==> src/rtl/irq_acc_pkg.sv <==
package irq_acc_pkg;
  localparam int PRIO_W = 5;
  localparam int MASK_W = 4;
  localparam int ENC_W  = 4;
  localparam logic [PRIO_W-1:0] PRIO_TOP = 5'd16;

  typedef logic [PRIO_W-1:0] prio_t;
  typedef logic [MASK_W-1:0] mask_t;

  typedef struct packed {
    logic enc_mode;
    logic mask_accept;
    logic blk_mask;
    logic nmi_rise;
  } ctl_t;

  function automatic prio_t prio_clamp(input prio_t p);
    return (p > PRIO_TOP) ? PRIO_TOP : p;
  endfunction

  function automatic mask_t prio_to_mask(input prio_t p);
    return (p > 5'd15) ? 4'hF : p[MASK_W-1:0];
  endfunction
endpackage

==> src/rtl/irq_nmi_filter.sv <==
module irq_nmi_filter #(
  parameter int MIN_W = 2
) (
  input  logic clk,
  input  logic rst_n,
  input  logic pin,
  input  logic rise_sel,
  input  logic clear,
  output logic pend
);
  logic [MIN_W-1:0] hist;
  logic             lvl;
  logic             all_hi, all_lo, edge_ok;

  assign all_hi  = &hist;
  assign all_lo  = ~|hist;
  assign edge_ok = (all_hi && !lvl && rise_sel) || (all_lo && lvl && !rise_sel);

  always_ff @(posedge clk or negedge rst_n) begin
    if (!rst_n) begin
      hist <= '0;
      lvl  <= 1'b0;
      pend <= 1'b0;
    end else begin
      hist <= {hist[MIN_W-2:0], pin};
      if (all_hi)      lvl <= 1'b1;
      else if (all_lo) lvl <= 1'b0;
      if (edge_ok)     pend <= 1'b1;
      else if (clear)  pend <= 1'b0;
    end
  end
endmodule

==> src/rtl/irq_cand_build.sv <==
module irq_cand_build
  import irq_acc_pkg::*;
#(
  parameter int NEXT  = 6,
  parameter int NPER  = 8,
  parameter int NCAND = NEXT + 1 + NPER
) (
  input  logic                    enc_mode,
  input  logic [NEXT-1:0]         ext_pin,
  input  logic [NEXT*PRIO_W-1:0]  ext_prio,
  input  logic [NPER-1:0]         per_req,
  input  logic [NPER*PRIO_W-1:0]  per_prio,
  output logic [NCAND-1:0]        cand_req,
  output logic [NCAND*PRIO_W-1:0] cand_prio
);
  for (genvar i = 0; i < NEXT; i++) begin : g_ext
    if (i < ENC_W) begin : g_shared
      assign cand_req[i] = ext_pin[i] & ~enc_mode;
    end else begin : g_plain
      assign cand_req[i] = ext_pin[i];
    end
    assign cand_prio[i*PRIO_W +: PRIO_W] = prio_clamp(ext_prio[i*PRIO_W +: PRIO_W]);
  end

  assign cand_req[NEXT] = enc_mode & (|ext_pin[ENC_W-1:0]);
  assign cand_prio[NEXT*PRIO_W +: PRIO_W] = {1'b0, ext_pin[ENC_W-1:0]};

  for (genvar j = 0; j < NPER; j++) begin : g_per
    assign cand_req[NEXT+1+j] = per_req[j];
    assign cand_prio[(NEXT+1+j)*PRIO_W +: PRIO_W] = prio_clamp(per_prio[j*PRIO_W +: PRIO_W]);
  end
endmodule

==> src/rtl/irq_prio_pick.sv <==
module irq_prio_pick
  import irq_acc_pkg::*;
#(
  parameter int N     = 15,
  parameter int IDX_W = 4
) (
  input  logic [N-1:0]        req,
  input  logic [N*PRIO_W-1:0] prio_flat,
  input  mask_t               thresh,
  input  logic                enable,
  output logic                hit,
  output logic [IDX_W-1:0]    idx,
  output prio_t               prio
);
  always_comb begin
    hit  = 1'b0;
    idx  = '0;
    prio = '0;
    for (int i = 0; i < N; i++) begin
      // strict compare against the running best keeps the lower index on ties
      if (enable && req[i] &&
          prio_flat[i*PRIO_W +: PRIO_W] > {1'b0, thresh} &&
          prio_flat[i*PRIO_W +: PRIO_W] > prio) begin
        hit  = 1'b1;
        idx  = IDX_W'(i);
        prio = prio_flat[i*PRIO_W +: PRIO_W];
      end
    end
  end
endmodule

==> src/rtl/irq_accept_ctl.sv <==
module irq_accept_ctl
  import irq_acc_pkg::*;
#(
  parameter int NEXT  = 6,
  parameter int NPER  = 8,
  parameter int MIN_W = 2,
  parameter int SRC_W = $clog2(NEXT + NPER + 2)
) (
  input  logic                   clk,
  input  logic                   rst_n,
  input  logic                   cfg_we,
  input  logic [3:0]             cfg_wdata,
  output logic [3:0]             cfg_rdata,
  input  logic                   nmi_pin,
  input  logic [NEXT-1:0]        ext_pin,
  input  logic [NEXT*5-1:0]      ext_prio,
  input  logic [NPER-1:0]        per_req,
  input  logic [NPER*5-1:0]      per_prio,
  input  logic                   core_bl,
  input  logic [3:0]             core_mask,
  input  logic                   sleep_in,
  output logic                   acc_valid,
  input  logic                   acc_ready,
  output logic [SRC_W-1:0]       acc_src,
  output logic [4:0]             acc_prio,
  output logic [3:0]             acc_mask,
  output logic                   wake_o,
  output logic                   irq_pend_n
);
  localparam int NCAND = NEXT + 1 + NPER;
  localparam int IDX_W = $clog2(NCAND);

  ctl_t                    ctl;
  logic                    nmi_pend, nmi_clear, nmi_ok, nmi_take, bl_eff;
  logic [NCAND-1:0]        cand_req;
  logic [NCAND*PRIO_W-1:0] cand_prio;
  logic                    pick_hit;
  logic [IDX_W-1:0]        pick_idx;
  prio_t                   pick_prio;

  always_ff @(posedge clk or negedge rst_n) begin
    if (!rst_n)      ctl <= '0;
    else if (cfg_we) ctl <= ctl_t'(cfg_wdata);
  end
  assign cfg_rdata = ctl;

  assign nmi_clear = acc_valid & acc_ready & (acc_src == '0);

  irq_nmi_filter #(.MIN_W(MIN_W)) u_nmi (
    .clk      (clk),
    .rst_n    (rst_n),
    .pin      (nmi_pin),
    .rise_sel (ctl.nmi_rise),
    .clear    (nmi_clear),
    .pend     (nmi_pend)
  );

  irq_cand_build #(.NEXT(NEXT), .NPER(NPER), .NCAND(NCAND)) u_cand (
    .enc_mode  (ctl.enc_mode),
    .ext_pin   (ext_pin),
    .ext_prio  (ext_prio),
    .per_req   (per_req),
    .per_prio  (per_prio),
    .cand_req  (cand_req),
    .cand_prio (cand_prio)
  );

  irq_prio_pick #(.N(NCAND), .IDX_W(IDX_W)) u_pick (
    .req       (cand_req),
    .prio_flat (cand_prio),
    .thresh    (core_mask),
    .enable    (~core_bl),
    .hit       (pick_hit),
    .idx       (pick_idx),
    .prio      (pick_prio)
  );

  assign bl_eff   = core_bl & ~sleep_in;
  assign nmi_ok   = ctl.blk_mask | (~bl_eff & ~ctl.mask_accept);
  assign nmi_take = nmi_pend & nmi_ok;

  always_ff @(posedge clk or negedge rst_n) begin
    if (!rst_n) begin
      acc_valid  <= 1'b0;
      acc_src    <= '0;
      acc_prio   <= '0;
      acc_mask   <= '0;
      wake_o     <= 1'b0;
      irq_pend_n <= 1'b1;
    end else begin
      wake_o <= 1'b0;
      if (acc_valid) begin
        if (acc_ready) begin
          acc_valid  <= 1'b0;
          irq_pend_n <= 1'b1;
        end
      end else if (nmi_take) begin
        acc_valid  <= 1'b1;
        irq_pend_n <= 1'b0;
        acc_src    <= '0;
        acc_prio   <= PRIO_TOP;
        acc_mask   <= core_mask;
        wake_o     <= sleep_in;
      end else if (pick_hit) begin
        acc_valid  <= 1'b1;
        irq_pend_n <= 1'b0;
        acc_src    <= SRC_W'(pick_idx) + SRC_W'(1);
        acc_prio   <= pick_prio;
        acc_mask   <= prio_to_mask(pick_prio);
      end
    end
  end
endmodule

==> config.mk <==
export PLATFORM = sky130hd
export DESIGN_NAME = irq_accept_ctl
export DESIGN_NICKNAME = d
export VERILOG_FILES = /design/src/rtl/irq_acc_pkg.sv /design/src/rtl/irq_nmi_filter.sv /design/src/rtl/irq_cand_build.sv /design/src/rtl/irq_prio_pick.sv /design/src/rtl/irq_accept_ctl.sv
export SDC_FILE = /design/constraint.sdc
export NUM_CORES = 1
export LEC_CHECK = 0
export ABC_AREA = 1
export BUFFER_PORTS_ARGS = -buffer_cell sky130_fd_sc_hd__buf_4
export CAP_MARGIN = 20
export CORE_AREA = 2 2 114 116
export CTS_CLUSTER_DIAMETER = 40
export CTS_CLUSTER_SIZE = 28
export DETAILED_ROUTE_END_ITERATION = 6
export DIE_AREA = 0 0 116 118
export PLACE_DENSITY_LB_ADDON = 0.1
export SYNTH_ARGS = -nofsm -noshare
export SYNTH_HDL_FRONTEND = slang
export SYNTH_SLANG_ARGS = --single-unit
==> constraint.sdc <==
create_clock -name clk -period 26 [get_ports clk]
set_clock_uncertainty 0.2 [all_clocks]
set_input_delay 0 -clock clk [delete_from_list [all_inputs] [get_ports clk]]
set_output_delay 0 -clock clk [all_outputs]
set_load 0.01 [all_outputs]
-- Word level (Yosys, flattened, before mapping)
Index checks and enable logic that the tools add are counted.
- bits of input ports: 99
- latch bits: 0
- word-level logic and storage cells: 219
- flip-flop bits (word level): 24
- memories: 0
- bits in read-only memories: 0
- memory bits (writable): 0
- bitwise operators: 17
- shift-type cells: 0
- $mul: 0
- reduce and logical (&&, ||, !) cells: 62
- mux-type cells: 79
- $add $sub $neg: 1
- equality and inequality tests: 2
- $lt $le $gt $ge: 45
- div/mod/pow operators: 0
- operators by type and width (operator ; number):
    $mux 5 ; 31
    $gt 5x4->1 ; 14
    $gt 5x5->1 const B ; 14
    $gt 5x5->1 ; 13
    $logic_and 1x1->1 ; 49
    $mux 4 ; 12
    $mux 1 ; 30
    $mux 3 ; 4
    $and 1x1->1 ; 10
    $not 1->1 ; 6
    $reduce_and 2->1 ; 3
    $gt 4x5->1 ; 1
    $gt 5x1->1 const B ; 1
    $gt 5x4->1 const B ; 1
    $add 4x1->4 const B ; 1
    $gt 4x4->1 ; 1
    $logic_not 4->1 ; 1
    $mux 2 ; 2
    $ne 2x1->1 const B ; 2
    $reduce_bool 2->1 ; 2
    $reduce_or 4->1 ; 1
    $logic_not 1->1 ; 3
    $reduce_bool 3->1 ; 1
    $reduce_or 2->1 ; 1
    other kinds (2) ; 2

-- Depth between registers and ports, before layout
- depth in word-level cells: 52
- depth in mapped cells: 157

-- Hierarchy
A second synthesis with hierarchy kept.
- cells, all modules: 1157
- area total of the unflattened synthesis: 6972.9 µm²
- modules (own cells, without submodules) (module ; area each (µm²) ; instances ; cells each ; sequential area each (µm²)):
    irq_prio_pick ; 4929.7 ; 1 ; 831 ; 0.0
    irq_accept_ctl ; 1026.0 ; 1 ; 114 ; 501.7
    irq_cand_build ; 845.8 ; 1 ; 195 ; 0.0
    irq_nmi_filter ; 171.4 ; 1 ; 17 ; 100.1

-- Worst setup path after synthesis
No wires, ideal clock.
- path kind: input to register
- start: in ext_prio[2]
- end: reg acc_prio[1]
- required time: 25.726 ns
- stages: 141
- slack: 9.164 ns
- data arrival time: 16.562 ns
- setup time: 0.074 ns
- cell sequence: nor2_1 nand3_1 a21boi_0 ha_1 nand2_1 nor2_1 a21oi_4 nand3_1 nor2_2 inv_1 ha_1 nand2_1 nor2_1 nand2_1 nand3_1 nand3_4 a21oi_1 inv_1 (+105 left out) and2_1 ha_1 inv_1 nor2_1 nor2_1 o21ai_0 a21oi_1 nor2_1 nand2_1 inv_1 nor2_1 nand2_1 a21oi_2 nand2_2 nand2_4 buf_12 nand2_1 o21ai_2
- word-level cells in the longest chain between the ends: 50
- elaborated cells on any way between the ends: 68
- classes of those cells: 17 x order compare; 33 x mux; 18 x reduce/logical
- ends and longest elaborated chain (element ; line ; text):
    start: declaration ; irq_accept_ctl.sv:16 ; input logic [NEXT*5-1:0] ext_prio,
    $gt 5x5->1 ; irq_acc_pkg.sv:18 ; return (p > PRIO_TOP) ? PRIO_TOP : p;
    $mux 5 * ; irq_acc_pkg.sv:18 ;
    $gt 5x4->1 ; irq_prio_pick.sv:22 ; prio_flat[i*PRIO_W +: PRIO_W] > {1'b0, thresh} &&
    $logic_and 1x1->1 ; irq_prio_pick.sv:21 ; if (enable && req[i] &&
    $logic_and 1x1->1 ; irq_prio_pick.sv:22 ;
    $mux 5 ; irq_prio_pick.sv:21 ;
    $gt 5x5->1 ; irq_prio_pick.sv:23 ; prio_flat[i*PRIO_W +: PRIO_W] > prio) begin
    $logic_and 1x1->1 ; irq_prio_pick.sv:22 ;
    (+34 left out) ; n/a ;
    $gt 5x5->1 ; irq_prio_pick.sv:23 ;
    $logic_and 1x1->1 ; irq_prio_pick.sv:22 ;
    $mux 5 ; irq_prio_pick.sv:21 ;
    $gt 5x5->1 ; irq_prio_pick.sv:23 ;
    $logic_and 1x1->1 ; irq_prio_pick.sv:22 ;
    $mux 5 / $mux 1 (equally long branches) ; irq_prio_pick.sv:21 ;
    $mux 5 / $reduce_bool 2->1 (equally long branches) ; n/a ;
    $mux 5 / $reduce_and 2->1 (equally long branches) ; n/a ;
    end signal: assignment ; irq_accept_ctl.sv:108 ; acc_prio <= pick_prio;
    end: declaration ; irq_accept_ctl.sv:25 ; output logic [4:0] acc_prio,
Mark *: on every way between the ends. The rest lies on a longest branch, timed or not. The select of a mux whose other input is x is not followed.
A chain may end at the register's enable or synchronous reset.

-- Worst setup path after layout
- start: in core_mask[3]
- end: reg acc_src[3]
- word-level cells in the longest chain between the ends: 49
- elaborated cells on any way between the ends: 107
- classes of those cells: 1 x add/sub; 29 x order compare; 45 x mux; 32 x reduce/logical
- ends and longest elaborated chain (element ; line ; text):
    start: declaration ; irq_accept_ctl.sv:20 ; input logic [3:0] core_mask,
    $gt 5x4->1 ; irq_prio_pick.sv:22 ;
    $logic_and 1x1->1 ; irq_prio_pick.sv:21 ;
    $logic_and 1x1->1 ; irq_prio_pick.sv:22 ;
    $mux 5 ; irq_prio_pick.sv:21 ;
    $gt 5x5->1 ; irq_prio_pick.sv:23 ;
    $logic_and 1x1->1 ; irq_prio_pick.sv:22 ;
    $mux 5 ; irq_prio_pick.sv:21 ;
    $gt 5x5->1 ; irq_prio_pick.sv:23 ;
    (+33 left out) ; n/a ;
    $logic_and 1x1->1 ; irq_prio_pick.sv:22 ;
    $mux 5 ; irq_prio_pick.sv:21 ;
    $gt 5x5->1 ; irq_prio_pick.sv:23 ;
    $logic_and 1x1->1 ; irq_prio_pick.sv:22 ;
    $mux 4 ; irq_prio_pick.sv:21 ;
    $add 4x1->4 ; irq_accept_ctl.sv:107 ; acc_src <= SRC_W'(pick_idx) + SRC_W'(1);
    $mux 4 ; irq_accept_ctl.sv:104 ; end else if (pick_hit) begin
    $mux 4 ; irq_accept_ctl.sv:97 ; end else if (nmi_take) begin
    end signal: assignment ; irq_accept_ctl.sv:107 ;
    end: declaration ; irq_accept_ctl.sv:24 ; output logic [SRC_W-1:0] acc_src,
Several ways; a longest one is shown, not always the timed one. The select of a mux whose other input is x is not followed.

==> results.json <==
{
  "outcome": "finished, final reports clean",
  "setup_viol": 0,
  "die_area_mm2": 0.0137,
  "endpoint_kind": "flop",
  "synth_fp_nets": 1326,
  "grt_pass1_vias": 6553,
  "netlist_area_mm2": 0.00676,
  "hold_path.class": "input port to async pin",
  "io_pins": 119,
  "wl_per_cell_um": 12.5,
  "fmax_ghz": 0.0511,
  "start_kind": "input port",
  "clk_pin_slew_ps": 60,
  "cp.arrival_ps": 19530,
  "yosys.area_share.simple_pct": 42.8,
  "synthFlopType": "dfrtp_1",
  "reg2reg_slack_ps": 6980,
  "coreArea_mm2": 0.0124,
  "fin_tns_setup_ps": 0,
  "yosysUniqueCellTypes": 44,
  "area_growth_pct": 18.1,
  "num_vias": 7185,
  "post_cts_buffers": 0,
  "std_cell_rows": 41,
  "internal_power_mw": 0.203,
  "drv_cap": 0,
  "finalMaxSlewViolations": 0,
  "critPathKind": "input port to flop",
  "synth-edff-count": 0,
  "crit_fanout": 26,
  "n_antenna_cell": 0,
  "drive_gt1_share_pct": 20.9,
  "p_seq_share_pct": 13.8,
  "drt_first_pass_iters": 5,
  "cts_sinks": 24,
  "grt_first_pass_wirelength_um": 29700,
  "insertion_delay_ps": 250,
  "grt_antenna_before_repair": 0,
  "slew_headroom_pct": 57.5,
  "fin_nets": 1446,
  "synth-compound-area-share_pct": 13.8,
  "fin_crit_ps": 19580,
  "syn_avg_cell_area_um2": 6.06,
  "max-clock-path-buffers": 2,
  "grt_setup_unrepaired": "false",
  "gp_congestion": 0.916,
  "crit_top_cell": "nand2_1",
  "switchingPower_mw": 0.233,
  "syn_inst": 1116,
  "dpl.hpwl_um": 14500,
  "ys_ff_latch": 24,
  "postSynth.asyncResetShare_pct": 100,
  "ctsRootBufferMaster": "clkbuf_16",
  "p_sw_share_pct": 53.4,
  "synth.yosys.warnings": 0,
  "grt_max_degree": 27,
  "synth-seq-area-share_pct": 8.90,
  "io_buffers": 118,
  "antenna_left": 0,
  "chipWidth_um": 116,
  "yosys-mux-area-fraction_pct": 0,
  "r2r-end": "acc_src[3]",
  "p_comb_share_pct": 77.9,
  "die_y_um": 118,
  "worstMarginPinSlew_ps": 637,
  "avgViaCountPerCell": 5.11,
  "fin_crit_sh_pct": 75.3,
  "initial_core_util_pct": 54.5,
  "yosys.area_share.xor_xnor_pct": 0.129,
  "grt_usage_pct": 25.8,
  "slowest_stage": "dlygate4sd3_1",
  "worst_path_largest_cell_delay_ps": 540,
  "gr-total-overflow": 0,
  "power_leakage_nw": 4.64,
  "drc": 0,
  "synthAdderAreaFrac_pct": 20.5,
  "r2r-start": "cfg_rdata[3]",
  "reg2reg_depth": 121,
  "p_clk_share_pct": 8.2,
  "utilization_pct": 64.4,
  "worstPathRequired_ps": 25950,
  "drt_iter0_markers": 346,
  "cts.htree.levels": 1,
  "cts-buffers-inserted": 3,
  "drt_wl_total_um": 17700,
  "power_density_mw_per_mm2": 54.6,
  "irDropWorstVdd_mv": 0.0414,
  "hold_violations": 0,
  "cts_tree": "yes",
  "synth_top_family_by_area": "simple AND/OR/NAND/NOR gates"
}
==> state kept, by name, indices dropped and copies added (netlist names) <==
signal,cells
acc_mask,4
acc_prio,5
acc_src,4
acc_valid,1
cfg_rdata,4
irq_pend_n,1
u_nmi.hist,2
u_nmi.lvl,1
u_nmi.pend,1
wake_o,1
==> power by group through the flow <==
stage / clock, mW / sequential, mW / combinational [mW]
6_report: 0.0359 / 0.0604 / 0.340
2_1_floorplan: 0 / 0.0647 / 0.258
5_1_grt: 0.0376 / 0.0616 / 0.388
3_5_place_dp: 0 / 0.0606 / 0.334
3_3_place_gp: 0 / 0.0606 / 0.330
4_1_cts: 0.0364 / 0.0601 / 0.338
==> synth_stat cells (2+ instances only) <==
| cell | number | area (µm²) |
|---|---|---|
| clkinv_2 | 2 | 10.0 |
| nand3_2 | 11 | 110 |
| ha_1 | 111 | 1390 |
| o211ai_1 | 2 | 15.0 |
| a41oi_1 | 2 | 17.5 |
| a21oi_2 | 9 | 78.8 |
| a21oi_1 | 51 | 255 |
| inv_1 | 171 | 642 |
| buf_12 | 3 | 60.1 |
| inv_2 | 9 | 33.8 |
| buf_6 | 8 | 90.1 |
| nor2_1 | 91 | 342 |
| o21bai_1 | 11 | 82.6 |
| nor3_1 | 10 | 50.1 |
| and2_1 | 4 | 25.0 |
| nand2_4 | 8 | 90.1 |
| nand4_1 | 10 | 62.6 |
| a31oi_1 | 3 | 18.8 |
| nand3b_1 | 13 | 97.6 |
| o21ai_0 | 61 | 305 |
| clkbuf_1 | 14 | 52.6 |
| nand3_1 | 116 | 581 |
| dfrtp_1 | 23 | 576 |
| clkinv_1 | 2 | 7.51 |
| or2_2 | 2 | 12.5 |
| o41ai_1 | 5 | 43.8 |
| buf_4 | 3 | 22.5 |
| o21ai_2 | 7 | 61.3 |
| nor2_4 | 5 | 56.3 |
| nand2_2 | 59 | 369 |
| o21ai_1 | 3 | 15.0 |
| nor2_2 | 14 | 87.6 |
| nand2_1 | 260 | 976 |
| inv_4 | 3 | 18.8 |
==> how the worst max path moves through the flow <==
stage                       startpoint          end  slack [ps]  cells past startpoint
final                     core_mask[3]   acc_src[3]        6420                    126
after global placement     ext_prio[2]   acc_src[3]        7180                    128
after global routing      core_mask[3]   acc_src[3]        4270                    129
after floorplan            ext_prio[2]  acc_prio[1]        9160                    141
after CTS                 core_mask[3]   acc_src[3]        6600                    128
after detailed placement   ext_prio[2]   acc_src[3]        6830                    128
==> layout make-up <==
type / count / area [µm²]
multi-input combinational: 877 / 5230
fill: 1244 / 4430
timing repair buffer: 143 / 1150
inverter: 187 / 712
sequential: 24 / 602
tap: 172 / 215
clock buffer: 4 / 88.8
==> kinds of logic after synthesis <==
kind of cell               after synthesis
DFF                                     24
xor gates and xnor gates                 1
and+or+nand+nor                        607
AOI/OAI and AO/OA                      158
adders and majority gates              111
buffers and inverters                  215
==> layout by cell type (no fill, tap or decap), types with 11 or more instances in the layout <==
| master | count |
|---|---|
| dfrtp_1 | 23 |
| a21oi_1 | 51 |
| nand3_2 | 11 |
| buf_4 | 121 |
| nand2_1 | 260 |
| nor2_1 | 91 |
| o21bai_1 | 11 |
| nor2_2 | 14 |
| ha_1 | 111 |
| dlygate4sd3_1 | 21 |
| inv_1 | 171 |
| nand2_2 | 59 |
| o21ai_0 | 61 |
| nand3_1 | 116 |
| nand3b_1 | 13 |
==> critical path: cells and delay by family <==
| kind | cells | cell delay [ps] |
|---|---|---|
| simple gates | 71 | 7800 |
| fa+ha+maj | 15 | 4540 |
| compound gates | 24 | 5080 |
| buf+inv | 16 | 2040 |
==> metrics by stage <==
step / total power [mW] / cell area, µm² / instances / worst slack, ps / hold WS, ps
3_5_place_dp: 0.394 / 7660 / 1381 / 6830 / -288
6_report: 0.436 / 7990 / 1407 / 6420 / 26.3
4_1_cts: 0.435 / 7960 / 1406 / 6600 / 10.4
3_3_place_gp: 0.391 / 7660 / 1381 / 7180 / -289
5_1_grt: 0.487 / 7990 / 1407 / 4270 / 41.4
2_1_floorplan: 0.322 / 6760 / 1116 / 9160 / -496
==> layer usage <==
metal	part of all wire, %	wire, µm	global-route usage (%)	vias to the layer above
met4	0.84	148	3.72	0
met1	49	8740	37.9	3143
met2	45	8030	42.6	163
li1	-	-	-	3863
met3	4.2	735	1.03	16
met5	0	0	0	-
==> repair_timing <==
action	4_1_cts	5_1_grt
hold buffers	21	0
endpoints found under the hold margin	37	0
resized for setup	0	0
(Power assumes the default switching activity.)
